$ cat src/rtl/excl_pkg.sv
package excl_pkg;

   typedef enum logic [1:0] {
      ACC_LOAD  = 2'd0,
      ACC_STORE = 2'd1,
      ACC_LDEX  = 2'd2,
      ACC_STEX  = 2'd3
   } acc_kind_e;

   localparam int unsigned MAX_ACC_BYTES = 8;
   localparam int unsigned MIN_GRANULE   = 8;
   localparam int unsigned MAX_GRANULE   = 2048;

   function automatic logic is_exclusive(input logic [1:0] kind);
      return (kind == ACC_LDEX) || (kind == ACC_STEX);
   endfunction

   function automatic logic is_plain(input logic [1:0] kind);
      return (kind == ACC_LOAD) || (kind == ACC_STORE);
   endfunction

endpackage

$ cat src/rtl/excl_align_check.sv
module excl_align_check #(
   parameter int unsigned ADDR_W = 32
) (
   input  logic [ADDR_W-1:0] addr,
   input  logic [3:0]        size,
   output logic              bad
);
   logic       legal;
   logic [3:0] mask;

   always_comb begin
      legal = (size == 4'd1) || (size == 4'd2) || (size == 4'd4) || (size == 4'd8);
      mask  = size - 4'd1;
      bad   = !legal || ((mask & {1'b0, addr[2:0]}) != 4'd0);
   end
endmodule

$ cat src/rtl/excl_granule_tag.sv
module excl_granule_tag #(
   parameter int unsigned ADDR_W        = 32,
   parameter int unsigned GRANULE_BYTES = 32,
   localparam int unsigned OFFS         = $clog2(GRANULE_BYTES),
   localparam int unsigned TAG_W        = ADDR_W - OFFS
) (
   input  logic [ADDR_W-1:0] addr,
   output logic [TAG_W-1:0]  tag
);
   assign tag = addr[ADDR_W-1:OFFS];
endmodule

$ cat src/rtl/excl_break_detect.sv
module excl_break_detect #(
   parameter int unsigned TAG_W      = 27,
   parameter bit          LOCAL_ONLY = 1'b0
) (
   input  logic             resv_valid,
   input  logic [TAG_W-1:0] resv_tag,
   input  logic             own_plain,
   input  logic [TAG_W-1:0] own_tag,
   input  logic             snp_valid,
   input  logic [TAG_W-1:0] snp_tag,
   output logic             brk
);
   logic own_hit;
   logic snp_hit;

   assign own_hit = own_plain && (own_tag == resv_tag);
   assign snp_hit = snp_valid && (snp_tag == resv_tag);

   generate
      if (LOCAL_ONLY) begin : g_local
         assign brk = resv_valid && 1'b0 && (own_hit || snp_hit);
      end else begin : g_global
         assign brk = resv_valid && (own_hit || snp_hit);
      end
   endgenerate
endmodule

$ cat src/rtl/excl_resv_state.sv
module excl_resv_state #(
   parameter int unsigned TAG_W = 27
) (
   input  logic             clk,
   input  logic             rst,
   input  logic             set,
   input  logic [TAG_W-1:0] set_tag,
   input  logic             clr,
   output logic             valid,
   output logic [TAG_W-1:0] tag
);
   always_ff @(posedge clk) begin
      if (rst) begin
         valid <= 1'b0;
         tag   <= '0;
      end else if (set) begin
         valid <= 1'b1;
         tag   <= set_tag;
      end else if (clr) begin
         valid <= 1'b0;
      end
   end
endmodule

$ cat src/rtl/excl_resv_monitor.sv
module excl_resv_monitor
   import excl_pkg::*;
#(
   parameter int unsigned ADDR_W        = 32,
   parameter int unsigned GRANULE_BYTES = 32,
   parameter bit          LOCAL_ONLY    = 1'b0
) (
   input  logic              clk,
   input  logic              rst,
   input  logic              req_valid,
   input  logic [1:0]        req_kind,
   input  logic [ADDR_W-1:0] req_addr,
   input  logic [3:0]        req_size,
   input  logic              snp_valid,
   input  logic [ADDR_W-1:0] snp_addr,
   output logic              st_done,
   output logic              st_fail,
   output logic              wr_allow,
   output logic              excl_fault
);
   localparam int unsigned OFFS  = $clog2(GRANULE_BYTES);
   localparam int unsigned TAG_W = ADDR_W - OFFS;

   generate
      if ((GRANULE_BYTES & (GRANULE_BYTES - 1)) != 0) begin : g_chk_pow2
         $error("GRANULE_BYTES must be a power of two");
      end
      if (GRANULE_BYTES < MIN_GRANULE || GRANULE_BYTES > MAX_GRANULE) begin : g_chk_range
         $error("GRANULE_BYTES must lie between 8 and 2048");
      end
      if (ADDR_W <= OFFS || ADDR_W < 3) begin : g_chk_addr
         $error("ADDR_W too narrow for the granule");
      end
   endgenerate

   logic [TAG_W-1:0] req_tag;
   logic [TAG_W-1:0] snp_tag;
   logic [TAG_W-1:0] resv_tag;
   logic             resv_valid;
   logic             misaligned;
   logic             brk;
   logic             ldex_ok;
   logic             stex_ok;
   logic             own_plain;
   logic             fault_d;
   logic             pass_d;

   excl_granule_tag #(.ADDR_W(ADDR_W), .GRANULE_BYTES(GRANULE_BYTES)) u_req_tag (
      .addr(req_addr), .tag(req_tag)
   );
   excl_granule_tag #(.ADDR_W(ADDR_W), .GRANULE_BYTES(GRANULE_BYTES)) u_snp_tag (
      .addr(snp_addr), .tag(snp_tag)
   );

   excl_align_check #(.ADDR_W(ADDR_W)) u_align (
      .addr(req_addr), .size(req_size), .bad(misaligned)
   );

   always_comb begin
      own_plain = req_valid && is_plain(req_kind);
      fault_d   = req_valid && is_exclusive(req_kind) && misaligned;
      ldex_ok   = req_valid && (req_kind == ACC_LDEX) && !misaligned;
      stex_ok   = req_valid && (req_kind == ACC_STEX) && !misaligned;
   end

   excl_break_detect #(.TAG_W(TAG_W), .LOCAL_ONLY(LOCAL_ONLY)) u_brk (
      .resv_valid(resv_valid),
      .resv_tag  (resv_tag),
      .own_plain (own_plain),
      .own_tag   (req_tag),
      .snp_valid (snp_valid),
      .snp_tag   (snp_tag),
      .brk       (brk)
   );

   assign pass_d = stex_ok && resv_valid && (resv_tag == req_tag) && !brk;

   excl_resv_state #(.TAG_W(TAG_W)) u_state (
      .clk    (clk),
      .rst    (rst),
      .set    (ldex_ok),
      .set_tag(req_tag),
      .clr    (stex_ok || brk),
      .valid  (resv_valid),
      .tag    (resv_tag)
   );

   always_ff @(posedge clk) begin
      if (rst) begin
         st_done    <= 1'b0;
         st_fail    <= 1'b0;
         wr_allow   <= 1'b0;
         excl_fault <= 1'b0;
      end else begin
         st_done    <= stex_ok;
         st_fail    <= stex_ok && !pass_d;
         wr_allow   <= pass_d;
         excl_fault <= fault_d;
      end
   end
endmodule

$ cat config.mk
export PLATFORM = sky130hd
export DESIGN_NAME = excl_resv_monitor
export DESIGN_NICKNAME = d
export VERILOG_FILES = /design/src/rtl/excl_pkg.sv /design/src/rtl/excl_align_check.sv /design/src/rtl/excl_granule_tag.sv /design/src/rtl/excl_break_detect.sv /design/src/rtl/excl_resv_state.sv /design/src/rtl/excl_resv_monitor.sv
export SDC_FILE = /design/constraint.sdc
export NUM_CORES = 1
export LEC_CHECK = 0
export BUFFER_PORTS_ARGS = -buffer_cell sky130_fd_sc_hd__clkbuf_2
export CORE_ASPECT_RATIO = 1.75
export CORE_MARGIN = 2
export CORE_UTILIZATION = 56
export CTS_CLUSTER_DIAMETER = 40
export DETAILED_ROUTE_END_ITERATION = 12
export PLACE_DENSITY = 0.91
export SLEW_MARGIN = 30
export SYNTH_ARGS = -nofsm -noshare
export SYNTH_HDL_FRONTEND = slang
export SYNTH_HIERARCHICAL = 1
export SYNTH_SLANG_ARGS = --single-unit
export TNS_END_PERCENT = 1
$ cat constraint.sdc
create_clock -name clk -period 3.9 [get_ports clk]
set_input_delay 0.78 -clock clk [delete_from_list [all_inputs] [get_ports clk]]
set_output_delay 0.78 -clock clk [all_outputs]
set_load 0.01 [all_outputs]
Yosys cells after proc, flatten, opt, wreduce, memory -nomap -nowiden
Index checks and enable logic that the tools add are counted.
Widths: inputs -> output; s select.
{"block": "word_totals", "elab_cells": 49, "out_inout_bits": 4, "regBits": 32}
{"block": "op_classes", "bitwise": 1, "n_reduce_logical": 29, "addsub": 1, "eq_ne": 10, "mux": 2}
{"operator": "$eq 27x27->1", "n": 3}
{"operator": "$logic_and 1x1->1", "n": 14}
{"operator": "$logic_or 1x1->1", "n": 8}
{"operator": "$and 4x3->4", "n": 1}
{"operator": "$eq 2x2->1 const B", "n": 2}
{"operator": "$eq 4x1->1 const B", "n": 1}
{"operator": "$eq 4x2->1 const B", "n": 1}
{"operator": "$eq 4x3->1 const B", "n": 1}
{"operator": "$eq 4x4->1 const B", "n": 1}
{"operator": "$logic_not 1->1", "n": 4}
{"operator": "$reduce_bool 4->1", "n": 1}
{"operator": "$sub 4x1->4 const B", "n": 1}
{"operator": "$eq 2x1->1 const B", "n": 1}
{"operator": "$logic_not 2->1", "n": 1}
{"operator": "$mux 1", "n": 2}
{"operator": "$reduce_bool 2->1", "n": 1}

Depth between registers and ports, before layout
Gate-level depths: netlist of run 1.
{"block": "logic_depth", "ltp_word": 13, "ltp_mapped": 10, "ltp_nobuf": 9}

By module
The synthesis of run 1 kept the hierarchy.
{"mod": "excl_resv_state", "n_inst": 1, "seq_area_each_um2": 560.5, "cells_each": 91, "area_each_um2": 1013.5}
{"mod": "excl_break_detect", "n_inst": 1, "seq_area_each_um2": 0.0, "cells_each": 73, "area_each_um2": 605.6}
{"mod": "excl_resv_monitor", "n_inst": 1, "seq_area_each_um2": 80.1, "cells_each": 50, "area_each_um2": 444.2}
{"mod": "excl_granule_tag", "n_inst": 2, "seq_area_each_um2": 0.0, "cells_each": 27, "area_each_um2": 202.7}
{"mod": "excl_align_check", "n_inst": 1, "seq_area_each_um2": 0.0, "cells_each": 14, "area_each_um2": 105.1}

Worst setup path before layout of run 1
Ideal clock, no wire load.
{"block": "synth_timing", "kind": "input-to-reg", "startpoint": "in req_size[0]", "endpoint": "reg u_state.tag[10]", "cell_stages": 10, "t_required_ns": 3.783, "n_path_buf": 2, "setup_ns": 0.117, "arrival_ns": 2.325, "slack_ns": 1.458, "path_cell_list": "inv_1 ha_1 inv_1 a222oi_1 nand3_1 nor3_1 buf_6 buf_12 mux2i_1 nor2_1"}
{"block": "synth_between", "elab_chain_len": 8}
{"item": "start: declaration", "line": "excl_resv_monitor.sv:13", "text": "input logic [3:0] req_size,"}
{"item": "branches (longest 5 deep; another with $sub 4x1->4)"}
{"item": "$logic_or 1x1->1 (*)", "line": "excl_align_check.sv:14", "text": "bad = !legal || ((mask & {1'b0, addr[2:0]}) != 4'd0);"}
{"item": "named net misaligned", "line": "excl_resv_monitor.sv:40", "text": "logic misaligned;"}
{"item": "$logic_not 1->1 (*)", "line": "excl_resv_monitor.sv:62", "text": "ldex_ok = req_valid && (req_kind == ACC_LDEX) && !misaligned;"}
{"item": "$logic_and 1x1->1 (*)", "line": "excl_resv_monitor.sv:62"}
{"item": "named net ldex_ok", "line": "excl_resv_monitor.sv:42", "text": "logic ldex_ok;"}
{"item": "end signal: assignment", "line": "excl_resv_state.sv:18", "text": "tag <= set_tag;"}
{"item": "end: declaration", "line": "excl_resv_state.sv:10", "text": "output logic [TAG_W-1:0] tag"}
Mark *: on every way through the listed nets, which the timed path passes.
A chain may end at the register's enable or synchronous reset.

Worst setup path in the final report of run 1
{"block": "layout_timing", "startpoint": "in req_size[0]", "endpoint": "reg u_state.tag[6]"}
The elaborated chain is that of the path after synthesis.

==> implementation parameters, run 1 <==
Parameter                              Value

Status
  Run status    finished clean

Power and ir drop
  PD cells    about 270 nW/um^2
  Static leakage power    1.03 nW
  Total power consumption of the routed design    between 0.7 and 0.8 mW
  Worst-case vdd ir drop    about 0.00029 V

Floorplanning
  Site row count    32
  Effective utilization at floorplan    58.4%
  Die Wd    55.2 um
  Floorplan core area    4400 um^2
  Number of I/O pins    78
  Die height    93.7 um
  Total die area    5180 um^2

Timing
  Unrepaired setup endpoints after global routing    no
  Post-Route Skew    0.00520 ns
  Achievable clock frequency    roughly 0.39 GHz
  Number of setup violations in the final report    0
  Period minus WS final    2.57 ns
  Final setup slack of the worst path    ~1.3 ns
  Relative slew margins    between 50% and 60%
  Final Cycle Share    66.0%
  Hold_ws    0.483 ns
  Final hold violation count    0
  Worst slew pin tran    0.610 ns
  Count of final max-slew check failures    0
  Sum of negative setup slack    0 ns

Clock tree
  Longest Clk Path Bufs    2
  Clock tree from TritonCTS    yes
  Clk_lat worst skew    0.28 ns
  Clock Sinks    32
  Post-cts resize count    0
  Clock Tree Root    sky130_fd_sc_hd__clkbuf_8
  Number of H-tree levels    2
  Post-CTS Hold Buffers    0
  CTS buffer count    5
  Post-CTS setup repair buffer count    0
  Worst-path clk slew    0.06 ns

Cells and area
  Net total in the final layout    378
  Commonest cells after routing, fill and taps aside    70 x sky130_fd_sc_hd__clkbuf_2, 57 x sky130_fd_sc_hd__xnor2_1, 32 x sky130_fd_sc_hd__dfxtp_1
  Final non-filler cell total    352
  Fraction of final layout cells with drive strength greater than 1    between 20% and 30%
  Most common cell after layout, fill and taps aside    sky130_fd_sc_hd__clkbuf_2
  Final design area excluding fillers    2620 um^2
  Post-route core utilization    59.5%
  Area growth from synthesis to layout    1.75%
  Number of filler instances in the final layout    417
  Final antenna diode count    0

Global route
  Number of antenna violations at the first check in global routing    0
  Via count of the first global-routing pass    between 1500 and 2000
  Total congestion overflow after global routing    0
  Wire length of the first global-routing pass    between 8000 and 9000 um
  Tot GR Track Use    ~21%
  Largest net degree at the start of global routing    32

Worst setup path
  Crit. End Element    register
  Category of the most critical setup path    input pin to register
  Highest net fanout along the worst path    28
  Critical Path Start Type    input pin
  Required arrival time at the worst endpoint    roughly 4.0 ns
  Data arrival time of the critical path    2.71 ns

Placement
  DP Wirelength    4270 um
  Placed Area    2530 um^2
  Cell total after placement    344
  Number of I/O port buffers    70
  Final weighted congestion in routability-driven placement    0.835
  Post-Place Setup Slack    1.06 ns

Synthesis
  Number of synthesized flops with an enable pin    0
  Number of different library cells in the post-synthesis netlist    29
  Syn. warnings    6
  Async S/R FF share, synth    0%
  Seq cells post-synth    32
  Post-synthesis cell area    2570 um^2
  Dominant cells by area after synthesis    sky130_fd_sc_hd__dfxtp_1 25%, sky130_fd_sc_hd__xnor2_1 19%, sky130_fd_sc_hd__buf_4 16%, sky130_fd_sc_hd__mux2i_1 11%, sky130_fd_sc_hd__xor2_1 8.5%
  Post-Syn Nets    between 300 and 400
  Per-instance average area after synthesis    9.13 um^2
  Cell type contributing the most total cell area after synthesis    sky130_fd_sc_hd__dfxtp_1
  Proportion of synthesized chip area in sequential cells    24.9%
  Top cell type's share of synthesized area    roughly 25%
  Primary FF master, synth    sky130_fd_sc_hd__dfxtp_1
  Number of instances in the synthesized netlist    282

Route
  Number of remaining DRC errors    0
  Routed via count divided by cell count    5.22
  First-pass detailed-route iteration total    4
  DRT antenna net count    0
  Drt first-iter violations    25
  Total wire length    5230 um
  Routed length per instance    14.9 um
  Count of vias placed by the detailed router    1839

Worst hold path
  Path class of the lowest-slack min-delay path    register to register

Flow run
  Max-cap check violation count    0
==> sequential cells by signal, summed over array words and instances (netlist names) <==
| register | cells |
|---|---|
| u_state/valid | 1 |
| excl_fault | 1 |
| st_fail | 1 |
| wr_allow | 1 |
| st_done | 1 |
| u_state/tag | 27 |
==> metal layers <==
metal / share of wire (%) / vias to the layer above / GRT usage [%] / wire [um]
li1: - / 918 / - / -
met1: 34 / 847 / 17.9 / 1790
met2: 56 / 59 / 41.4 / 2950
met3: 4.8 / 15 / 4.82 / 252
met4: 4.6 / 0 / 12.4 / 240
met5: 0 / - / 0 / 0
==> synthesized netlist by cell type (all sizes together), types with 2 or more instances <==
cell    instances
nor4           10
mux2i          27
nand2           2
nand4          17
xor2           25
xnor2          57
ha              4
nor2b           2
nor2           29
a21boi          2
dfxtp          32
buf            60
inv             4
==> worst paths after layout <==
path,from,endpoint,slack (ns),depth (start not counted)
max reg2reg,u_state/tag[3],wr_allow,2.01,8
min,u_state/valid,u_state/valid,0.48,2
max,req_size[0],u_state/tag[6],1.33,10
min reg2reg,u_state/valid,u_state/valid,0.48,2
==> critical path: stages <==
cell	delay, ns
sky130_fd_sc_hd__clkbuf_2	0.09
sky130_fd_sc_hd__inv_1	0.08
sky130_fd_sc_hd__ha_1	0.29
sky130_fd_sc_hd__inv_1	0.04
sky130_fd_sc_hd__a222oi_1	0.30
sky130_fd_sc_hd__nand3_1	0.18
sky130_fd_sc_hd__nor3_2	0.19
sky130_fd_sc_hd__buf_4	0.43
sky130_fd_sc_hd__mux2i_1	0.26
sky130_fd_sc_hd__nor2_1	0.07
==> where the power goes <==
part	switching, mW	leakage [nW]	internal (mW)
combinational	0.0597	0.723	0.0610
sequential	0.00317	0.258	0.329
clock	0.116	0.0455	0.144
==> cell type report <==
type / instances / area, um^2 / share of cell area [%]
inverter: 4 / 15.0 / 0.573
sequential: 32 / 641 / 24.5
multi-input combinational: 186 / 1450 / 55.4
timing repair buffer: 71 / 358 / 13.7
clock buffer: 8 / 90.1 / 3.44
tap: 51 / 63.8 / 2.44
==> cell families after synthesis <==
group                    synth area share [%]
buffers and inverters                    18.9
AO/OA/AOI/OAI                            1.65
flip-flops                               24.9
XOR/XNOR                                 27.9
AND/OR/NAND/NOR                          14.2
multiplexers                             10.5
adder cells (fa/ha/maj)                  1.94
No activity file was read; power rests on OpenSTA's default activity.
==> inputs of run 2 (changes only) <==
--- a/config.mk
+++ b/config.mk
@@ -8,10 +8,10 @@
 export BUFFER_PORTS_ARGS = -buffer_cell sky130_fd_sc_hd__clkbuf_2
 export CORE_ASPECT_RATIO = 1.75
 export CORE_MARGIN = 2
-export CORE_UTILIZATION = 56
+export CORE_UTILIZATION = 52
 export CTS_CLUSTER_DIAMETER = 40
 export DETAILED_ROUTE_END_ITERATION = 12
-export PLACE_DENSITY = 0.91
+export PLACE_DENSITY = 0.86
 export SLEW_MARGIN = 30
 export SYNTH_ARGS = -nofsm -noshare
 export SYNTH_HDL_FRONTEND = slang
==> constraint.sdc (replaced) <==
create_clock -name clk -period 2.4 [get_ports clk]
set_input_delay 0.48 -clock clk [delete_from_list [all_inputs] [get_ports clk]]
set_output_delay 0.48 -clock clk [all_outputs]
set_load 0.01 [all_outputs]
==> implementation parameters, run 2 (synthesis results as in run 1) <==
Parameter                              Value

Worst setup path
  R2r endpoint    wr_allow
  Highest net fanout along the worst path    28 (unchanged)
  Critical Path Start Type    input pin
  Startpoint of the most critical setup path    req_size[0]
  Cell depth of the worst flop-to-flop path    9 (+1)
  Data arrival time of the critical path    2.30 ns (-0.41 ns)
  Worst R2R Setup Slack    0.30 ns (-1.71 ns)
  Required arrival time at the worst endpoint    2.57 ns (-1.46 ns)
  Crit. End Element    register
  Category of the most critical setup path    input pin to register
  Launch instance of the worst register-to-register path    u_state/tag[5]

Clock tree
  Post-CTS setup repair buffer count    0 (unchanged)
  Clock Tree Root    sky130_fd_sc_hd__clkbuf_8
  Clock Sinks    32 (unchanged)
  Clk_lat worst skew    0.29 ns (about the same)
  Worst-path clk slew    0.07 ns (about the same)
  CTS buffer count    5 (unchanged)
  Clock tree from TritonCTS    yes
  Number of H-tree levels    2 (unchanged)
  Longest Clk Path Bufs    2 (unchanged)
  Post-cts resize count    0 (unchanged)
  Post-CTS Hold Buffers    0 (unchanged)

Floorplanning
  Die height    97.1 um (+3.6%)
  Total die area    5550 um^2 (+7.2%)
  Number of I/O pins    78 (unchanged)
  Die Wd    57.2 um (+3.5%)
  Site row count    33 (+3.1%)
  Floorplan core area    4710 um^2 (+6.9%)
  Effective utilization at floorplan    54.7% (-3.8 points)

Global route
  Largest net degree at the start of global routing    29 (-9.4%)
  Total congestion overflow after global routing    0 (unchanged)
  Tot GR Track Use    20.6% (-0.16 points)
  Wire length of the first global-routing pass    8810 um (+6.7%)
  Via count of the first global-routing pass    1913 (-0.62%)
  Number of antenna violations at the first check in global routing    0 (unchanged)

Cells and area
  Number of filler instances in the final layout    446 (+7.0%)
  Most common cell after layout, fill and taps aside    sky130_fd_sc_hd__clkbuf_2
  Commonest cells after routing, fill and taps aside    70 x sky130_fd_sc_hd__clkbuf_2, 57 x sky130_fd_sc_hd__xnor2_1, 32 x sky130_fd_sc_hd__dfxtp_1
  Fraction of final layout cells with drive strength greater than 1    28.1% (+1.1 points)
  Final antenna diode count    0 (unchanged)
  Most flop-heavy register    u_state/tag
  Area growth from synthesis to layout    2.97%
  Post-route core utilization    56.3% (-3.2 points)
  Final design area excluding fillers    2650 um^2 (+1.2%)
  Largest register FFs    27 (unchanged)
  Net total in the final layout    380 (+0.53%)

Timing
  Unrepaired setup endpoints after global routing    no
  Achievable clock frequency    between 0.4 and 0.5 GHz
  Worst slew pin tran    0.441 ns (-0.170 ns)
  Sum of negative setup slack    0 ns (unchanged)
  Final Cycle Share    about nine tenths
  Period minus WS final    2.13 ns
  Final setup slack of the worst path    0.268 ns (-1.06 ns)
  Number of setup violations in the final report    0 (unchanged)
  Relative slew margins    70.4% (+11 points)
  Count of final max-slew check failures    0 (unchanged)
  Hold_ws    0.483 ns (+0.000248 ns)
  Final hold violation count    0 (unchanged)
  Post-Route Skew    0.00529 ns (+0.0000850 ns)

Route
  Routed length per instance    15.3 um (+2.9%)
  Total wire length    5430 um (+3.8%)
  Count of vias placed by the detailed router    1834 (-0.27%)
  DRT antenna net count    0 (unchanged)
  Routed via count divided by cell count    5.17 (-1.1%)
  Drt first-iter violations    44 (+76%)
  Number of remaining DRC errors    0 (unchanged)
  First-pass detailed-route iteration total    4 (unchanged)

Flow run
  Max-cap check violation count    0 (unchanged)

Power and ir drop
  Worst-case vdd ir drop    0.000399 V (+38%)
  Static leakage power    1.04 nW (+1.7%)
  PD cells    442 nW/um^2 (+63%)

Placement
  DP Wirelength    4400 um (+3.0%)
  Final weighted congestion in routability-driven placement    0.789 (-5.5%)
  Post-Place Setup Slack    -0.0238 ns (-1.09 ns)
  Placed Area    2560 um^2 (+1.1%)
  Number of I/O port buffers    70 (unchanged)

Worst hold path
  Path class of the lowest-slack min-delay path    input pin to register
  Hold Path Depth    3 (+1)
  End point of the most critical hold path    excl_fault
  Startpoint of the most critical hold path    req_kind[1]

Status
  Run status    finished clean
[run 2: changes by cell type in the layout (fill, tap and decap cells not counted), sizes merged]
cell    before  now
clkbuf      78   76
buf          1    3
clkinv       0    2
[run 2: critical path, cell delays in order]
cell                       delay, ns
sky130_fd_sc_hd__clkbuf_2       0.10
sky130_fd_sc_hd__inv_1          0.08
sky130_fd_sc_hd__ha_1           0.28
sky130_fd_sc_hd__inv_1          0.03
sky130_fd_sc_hd__a222oi_1       0.29
sky130_fd_sc_hd__nand3_1        0.18
sky130_fd_sc_hd__nor3_2         0.29
sky130_fd_sc_hd__buf_12         0.26
sky130_fd_sc_hd__mux2i_1        0.24
sky130_fd_sc_hd__nor2_1         0.06
[run 2: through the flow]
stage / cells / power [mW]
global route: 355 / 1.21
floorplan: 282 / 0.733
detailed placement: 347 / 0.752
CTS: 355 / 1.18
finish: 355 / 1.17
global placement: 347 / 0.746
[run 2: layout make-up]
cell class	count	area [um^2]	share of cell area, %
tap	52	65.1	2.46
inverter	4	15.0	0.567
timing repair buffer	73	385	14.5
clock inverter	2	10.0	0.378
sequential	32	641	24.2
clock buffer	6	82.6	3.12
multi-input combinational	186	1450	54.8
[run 2: worst max path at each step]
stage,cells after the start,endpoint,slack [ns]
floorplan,10,u_state/tag[10],0.26
global placement,10,u_state/tag[7],0.08
detailed placement,10,u_state/tag[15],-0.02
CTS,10,u_state/tag[8],0.26
global route,10,u_state/tag[18],0.06
finish,10,u_state/tag[8],0.27
[run 2: layer usage]
| layer | vias up | routed length (um) | global-route usage, % |
|---|---|---|---|
| met4 | 0 | 189 | 9.30 |
| met5 | - | 0 | 0 |
| li1 | 926 | - | - |
| met2 | 56 | 3040 | 39.1 |
| met3 | 12 | 309 | 4.39 |
| met1 | 840 | 1890 | 20.2 |
[run 2: report_power, final]
group / total, mW / internal (mW) / switching [mW] / leakage, nW
registers: 0.540 / 0.535 / 0.00519 / 0.258
logic: 0.200 / 0.101 / 0.0993 / 0.735
clock network: 0.432 / 0.229 / 0.203 / 0.0510
total: 1.17 / 0.865 / 0.308 / 1.04
